[config.mk]
export PLATFORM = sky130hd
export DESIGN_NAME = eeprom_page_writer
export DESIGN_NICKNAME = d
export VERILOG_FILES = /design/src/rtl/eeprom_pw_pkg.sv /design/src/rtl/pw_gap_guard.sv /design/src/rtl/pw_poll_judge.sv /design/src/rtl/eeprom_page_writer.sv
export SDC_FILE = /design/constraint.sdc
export NUM_CORES = 1
export LEC_CHECK = 0
export BUFFER_PORTS_ARGS = -buffer_cell sky130_fd_sc_hd__buf_2
export CORE_ASPECT_RATIO = 1.25
export CORE_MARGIN = 2
export CORE_UTILIZATION = 50
export CTS_CLUSTER_DIAMETER = 200
export DETAILED_ROUTE_END_ITERATION = 12
export PLACE_DENSITY = 0.76
export SETUP_SLACK_MARGIN = 0.2
export SLEW_MARGIN = 5
export SYNTH_ARGS = -nofsm -noshare
export SYNTH_HDL_FRONTEND = slang
export SYNTH_SLANG_ARGS = --single-unit
[constraint.sdc]
create_clock -name clk -period 4.1 [get_ports clk]
set_input_delay 0.615 -clock clk [delete_from_list [all_inputs] [get_ports clk]]
set_output_delay 0.615 -clock clk [all_outputs]
set_load 0.05 [all_outputs]
[src/rtl/eeprom_pw_pkg.sv]
package eeprom_pw_pkg;

    typedef enum logic [2:0] {
        ST_IDLE  = 3'd0,
        ST_LOAD  = 3'd1,
        ST_SETUP = 3'd2,
        ST_PULSE = 3'd3,
        ST_READ  = 3'd4,
        ST_REST  = 3'd5
    } pw_state_e;

endpackage

[src/rtl/pw_gap_guard.sv]
// Tracks cycles since the latest write-enable falling edge and flags the
// last load cycle in which a byte can still be accepted.
module pw_gap_guard #(
    parameter int GAP_MAX   = 40,
    parameter int SETUP_CYC = 2
) (
    input  logic clk,
    input  logic rst_n,
    input  logic restart_i,
    input  logic run_i,
    output logic last_o
);
    localparam int GW   = $clog2(GAP_MAX + 1);
    localparam int LAST = GAP_MAX - SETUP_CYC - 1;

    logic [GW-1:0] cnt_d, cnt_q;

    always_comb begin
        cnt_d = cnt_q;
        if (!run_i || restart_i) begin
            cnt_d = '0;
        end else if (cnt_q != GW'(GAP_MAX)) begin
            cnt_d = cnt_q + 1'b1;
        end
    end

    always_ff @(posedge clk or negedge rst_n) begin
        if (!rst_n) cnt_q <= '0;
        else        cnt_q <= cnt_d;
    end

    assign last_o = (cnt_q == GW'(LAST));

endmodule

[src/rtl/pw_poll_judge.sv]
// Judges each polling read and counts reads that did not match.
module pw_poll_judge #(
    parameter int POLL_MAX = 4096
) (
    input  logic clk,
    input  logic rst_n,
    input  logic clear_i,
    input  logic sample_i,
    input  logic rd_bit_i,
    input  logic want_bit_i,
    output logic match_o,
    output logic exhaust_o
);
    localparam int PW = (POLL_MAX > 1) ? $clog2(POLL_MAX) : 1;

    logic [PW-1:0] cnt_d, cnt_q;

    assign match_o   = sample_i && (rd_bit_i == want_bit_i);
    assign exhaust_o = sample_i && !match_o && (cnt_q == PW'(POLL_MAX - 1));

    always_comb begin
        cnt_d = cnt_q;
        if (clear_i)                   cnt_d = '0;
        else if (sample_i && !match_o) cnt_d = cnt_q + 1'b1;
    end

    always_ff @(posedge clk or negedge rst_n) begin
        if (!rst_n) cnt_q <= '0;
        else        cnt_q <= cnt_d;
    end

endmodule

[src/rtl/eeprom_page_writer.sv]
module eeprom_page_writer
    import eeprom_pw_pkg::*;
#(
    parameter int AW         = 17,
    parameter int PAGE_BYTES = 128,
    parameter int SETUP_CYC  = 2,
    parameter int PULSE_CYC  = 4,
    parameter int RD_CYC     = 3,
    parameter int GAP_MAX    = 40,
    parameter int POLL_MAX   = 4096,
    localparam int LW        = $clog2(PAGE_BYTES)
) (
    input  logic          clk,
    input  logic          rst_n,
    input  logic          start_i,
    input  logic [AW-1:0] base_i,
    input  logic [LW-1:0] len_m1_i,
    input  logic          s_valid_i,
    input  logic [7:0]    s_data_i,
    output logic          s_ready_o,
    output logic          ce_n_o,
    output logic          we_n_o,
    output logic          oe_n_o,
    output logic [AW-1:0] addr_o,
    output logic [7:0]    dq_o,
    output logic          dq_oe_o,
    input  logic          poll_bit_i,
    output logic          done_o,
    output logic          timeout_o,
    output logic          error_o
);
    localparam int PH_A   = (SETUP_CYC > PULSE_CYC) ? SETUP_CYC : PULSE_CYC;
    localparam int PH_MAX = (PH_A > RD_CYC) ? PH_A : RD_CYC;
    localparam int TW     = $clog2(PH_MAX + 1);

    typedef struct packed {
        pw_state_e     st;
        logic [TW-1:0] tmr;
        logic [AW-1:0] base;
        logic [LW-1:0] idx;
        logic [LW-1:0] last;
        logic [7:0]    data;
        logic          first;
        logic          done;
        logic          tout;
        logic          err;
    } regs_t;

    localparam regs_t RST = '0;

    regs_t r_d, r_q;
    logic  gap_last, gap_restart, gap_run;
    logic  poll_match, poll_exhaust, poll_clear, poll_sample;

    assign gap_restart = (r_q.st == ST_SETUP) && (r_q.tmr == '0);
    assign gap_run     = (r_q.st != ST_IDLE);
    assign poll_clear  = !((r_q.st == ST_READ) || (r_q.st == ST_REST));
    assign poll_sample = (r_q.st == ST_READ) && (r_q.tmr == '0);

    pw_gap_guard #(
        .GAP_MAX   (GAP_MAX),
        .SETUP_CYC (SETUP_CYC)
    ) u_gap (
        .clk       (clk),
        .rst_n     (rst_n),
        .restart_i (gap_restart),
        .run_i     (gap_run),
        .last_o    (gap_last)
    );

    pw_poll_judge #(
        .POLL_MAX (POLL_MAX)
    ) u_judge (
        .clk        (clk),
        .rst_n      (rst_n),
        .clear_i    (poll_clear),
        .sample_i   (poll_sample),
        .rd_bit_i   (poll_bit_i),
        .want_bit_i (r_q.data[7]),
        .match_o    (poll_match),
        .exhaust_o  (poll_exhaust)
    );

    always_comb begin
        r_d      = r_q;
        r_d.done = 1'b0;
        r_d.tout = 1'b0;
        r_d.err  = 1'b0;
        unique case (r_q.st)
            ST_IDLE: begin
                if (start_i) begin
                    r_d.st    = ST_LOAD;
                    r_d.base  = base_i;
                    r_d.last  = len_m1_i;
                    r_d.idx   = '0;
                    r_d.first = 1'b1;
                end
            end
            ST_LOAD: begin
                if (s_valid_i) begin
                    r_d.st   = ST_SETUP;
                    r_d.data = s_data_i;
                    r_d.tmr  = TW'(SETUP_CYC - 1);
                end else if (!r_q.first && gap_last) begin
                    r_d.st  = ST_IDLE;
                    r_d.err = 1'b1;
                end
            end
            ST_SETUP: begin
                if (r_q.tmr == '0) begin
                    r_d.st  = ST_PULSE;
                    r_d.tmr = TW'(PULSE_CYC - 1);
                end else begin
                    r_d.tmr = r_q.tmr - 1'b1;
                end
            end
            ST_PULSE: begin
                if (r_q.tmr == '0) begin
                    r_d.first = 1'b0;
                    if (r_q.idx == r_q.last) begin
                        r_d.st  = ST_READ;
                        r_d.tmr = TW'(RD_CYC - 1);
                    end else begin
                        r_d.st  = ST_LOAD;
                        r_d.idx = r_q.idx + 1'b1;
                    end
                end else begin
                    r_d.tmr = r_q.tmr - 1'b1;
                end
            end
            ST_READ: begin
                if (r_q.tmr != '0) begin
                    r_d.tmr = r_q.tmr - 1'b1;
                end else if (poll_match) begin
                    r_d.st   = ST_IDLE;
                    r_d.done = 1'b1;
                end else if (poll_exhaust) begin
                    r_d.st   = ST_IDLE;
                    r_d.tout = 1'b1;
                end else begin
                    r_d.st = ST_REST;
                end
            end
            ST_REST: begin
                r_d.st  = ST_READ;
                r_d.tmr = TW'(RD_CYC - 1);
            end
            default: r_d = RST;
        endcase
    end

    always_ff @(posedge clk or negedge rst_n) begin
        if (!rst_n) r_q <= RST;
        else        r_q <= r_d;
    end

    assign s_ready_o = (r_q.st == ST_LOAD);
    assign ce_n_o    = !((r_q.st == ST_SETUP) || (r_q.st == ST_PULSE) || (r_q.st == ST_READ));
    assign we_n_o    = (r_q.st != ST_PULSE);
    assign oe_n_o    = (r_q.st != ST_READ);
    assign dq_oe_o   = (r_q.st == ST_SETUP) || (r_q.st == ST_PULSE);
    assign dq_o      = r_q.data;
    assign addr_o    = r_q.base + AW'(r_q.idx);
    assign done_o    = r_q.done;
    assign timeout_o = r_q.tout;
    assign error_o   = r_q.err;

endmodule

==> metrics.md <==
| Metric | Value |
|---|---|
| Simple-Gate Fraction of Synth Area | 21.2% |
| CP Max Fanout | 6 |
| Hold_buf cts | 0 |
| Final ANT Viol Nets | 0 |
| Vias per std cell | 5.43 |
| Finished Cell Area | 0.00440 mm² |
| Final hold slack | 453 ps |
| Mapped Nets | 484 |
| Top post-synthesis cells by count | nand2_1, dfrtp_1, o21ai_0 |
| Number of cell rows | 35 |
| CTS tree | done |
| Diodes inserted | 0 |
| Final design utilization | 59.5% |
| Setup_tns | 0 ps |
| Clk_skew | 9.47 ps |
| CP Launch Type | register |
| Syn Area/Cell | 8.85 µm² |
| Die H | 102 µm |
| Core area | 0.00740 mm² |
| Max-slew violations | 0 |
| Routed WL per cell | 14.1 µm |
| CP Capture Type | output pin |
| Layout Nets | 544 |
| First-pass GRT wire length | 13800 µm |
| Setup CP Type | reg -> out |
| Initial Utilization | 51.6% |
| Area post-placement | 0.00419 mm² |
| Number of enable flip-flop cells after synthesis | 0 |
| Largest family of logic cells by synthesized area | simple AND/OR/NAND/NOR gates |
| Crit share post-route | 84.3% |
| Yosys reg bits | 67 |
| Crit-path leading delay family | compound AO/OA/AOI/OAI gates |
| Least-Margin Pin Slew | 849 ps |
| Fin cells | 587 |
| Most frequent cell after synthesis | nand2_1 |
| Ports | 70 |
| Fmax | 0.289 GHz |
| PwrDens | 750 mW/mm² |
| Post-Synth Adder-Cell Area | 5.44% |
| RSZ-0062 raised after global routing | no |
| Layout cells sized above 1 | 19.6% |
| Layout area overhead | 15.3% |
| Final hold viol count | 0 |
| DR pass1 iterations | 4 |
| Yosys warns | 0 |
| CP cell instances | ha_1, fa_1, a21o_1, a21oi_1, o31ai_1, nand4_1, xnor2_1, buf_2 |
| Crit-path slowest cell | o31ai_1 |
| Clk_lat worst skew | 360 ps |
| Die X | 82.1 µm |
| Mux cell area share after synthesis | 1.34% |
| MaxCap Viol Count | 0 |
| DPL Wire Length | 5870 µm |
| Sequential share of the synthesized area | 43.9% |
| # setup viols final | 0 |
| Overall routing resource usage | 21.3% |
| CTS Buffer Depth | 2 |
| PostCTS Resize Cnt | 0 |
| Detailed Route Iter0 Violations | 156 |
| Slew headroom | 43.4% |
| Pin count of the biggest net entering global routing | 68 |
| DRC violations left | 0 |
| Most common flop cell mapped by yosys | dfrtp_1 |
| Delay of the slowest critical-path stage | 640 ps |
| VDD IR max | 0.000520 V |
| Inst Count DP | 572 |
| CTS sink cnt | 67 |
| DR vias | 3189 |
| Area contributors post-synth | dfrtp_1, nand2_1, o21ai_0 |
| Crit path buffers/inverters | 1 |
| Fillcell total | 642 |
| Worst Path Arrival | 2840 ps |
| Post-synthesis compound-gate area fraction | 14.1% |
| GP Congestion | 0.838 |
| Library cells used by synthesis | 50 |
| Worst endpoint required time | 3480 ps |
| Mapped Area | 0.00382 mm² |
| CTS buffer count | 9 |
| Static leakage | 0.00216 µW |
| H-tree depth | 3 |
| XOR/XNOR share of the synthesized area | 8.72% |
| Antenna violations before repair | 0 |
| Top-area cell type share of the netlist area | 43.9% |
| Die Area | 0.00835 mm² |
| Post-synthesis instance total | 431 |
| Clk root buf | clkbuf_8 |
| Drt total wl | 8280 µm |
| HP Class | in -> async |
| Status | completed |
| Post-CTS Setup Bufs | 0 |
| Clock transition at path regs | 70 ps |
| Total global routing overflow | 0 |
| IO buf count | 69 |
| FFs w/ async S/R, synth | 100% |
| Final min period | 3460 ps |
| Vias in the first global route | 3157 |
| Leading area contributor after synthesis | dfrtp_1 |
-- per-layer routing --
layer / up-vias / track usage (%) / part of all wire (%)
met3: 20 / 3.57 / 3.6
met4: 0 / 11.9 / 2.3
met2: 66 / 35.5 / 50
met1: 1516 / 25.9 / 44
met5: - / 0 / 0
li1: 1587 / - / -
-- final timing paths --
check                      startpoint         end  slack (ps)  depth (start not counted)
max reg2reg                   r_q[47]     r_q[46]        1470                          5
max in group asynchronous       rst_n     r_q[30]        3100                          2
min in group clk              dq_o[1]     dq_o[1]         480                          2
max                           r_q[19]  addr_o[16]         640                          8
min                             rst_n     dq_o[3]         450                          2
min reg2reg                   dq_o[1]     dq_o[1]         480                          2
-- kinds of logic (layout without fill, tap and decap cells) --
kind of cell | Yosys count | after routing
compound gates | 90 | 90
simple gates | 173 | 173
mux | 5 | 5
buf+inv | 42 | 106
xor+xnor | 38 | 38
fa+ha+maj | 16 | 16
flops | 67 | 67
-- where the power goes --
| group | internal, µW | switching, µW | total (µW) | leakage [µW] |
|---|---|---|---|---|
| Sequential | 852 | 220 | 1070 | 0.000904 |
| Combinational | 492 | 1130 | 1620 | 0.00115 |
| Clock | 353 | 256 | 609 | 0.000108 |
| Total | 1700 | 1600 | 3300 | 0.00216 |
-- sequential cells by signal, summed over array words and instances (netlist names) --
name           flops
error_o            1
done_o             1
timeout_o          1
u_judge.cnt_q     12
r_q               38
u_gap.cnt_q        6
dq_o               8
-- layout make-up --
class / count / area, µm² / share of cell area [%]
clock buffers: 10 / 138 / 3.13
repair buffers: 74 / 383 / 8.70
multi-input cells: 322 / 1950 / 44.3
clock inverters: 5 / 77.6 / 1.76
inverters: 17 / 63.8 / 1.45
flip-flops and latches: 67 / 1680 / 38.1
well taps: 92 / 115 / 2.62
-- worst register-to-register path: stages (launching register included) --
cell and delay, ps:
dfrtp_1 630, nand2b_1 520, nor3_2 570, nand4_1 250, o21ai_0 370, a311oi_1 150
-- stage by stage --
stage	setup WS, ps	total power, µW
final	642	3300
after CTS	617	3320
after detailed placement	1010	2700
after global routing	450	3520
after global placement	1120	2650
after floorplan	946	2370
-- cell usage in the layout, fill, tap and decap left out, types with 8 or more instances in the layout --
master	Yosys	routed
nand2_1	88	88
buf_2	1	69
dfrtp_1	67	67
o21ai_0	44	44
nor2_1	29	29
xor2_1	24	24
inv_1	17	17
a21oi_1	16	15
ha_1	15	15
xnor2_1	14	14
nor3_1	11	10
clkbuf_8	0	10
nand3_1	9	9
nand4_1	8	8
Power figures use the tool's default switching activity.
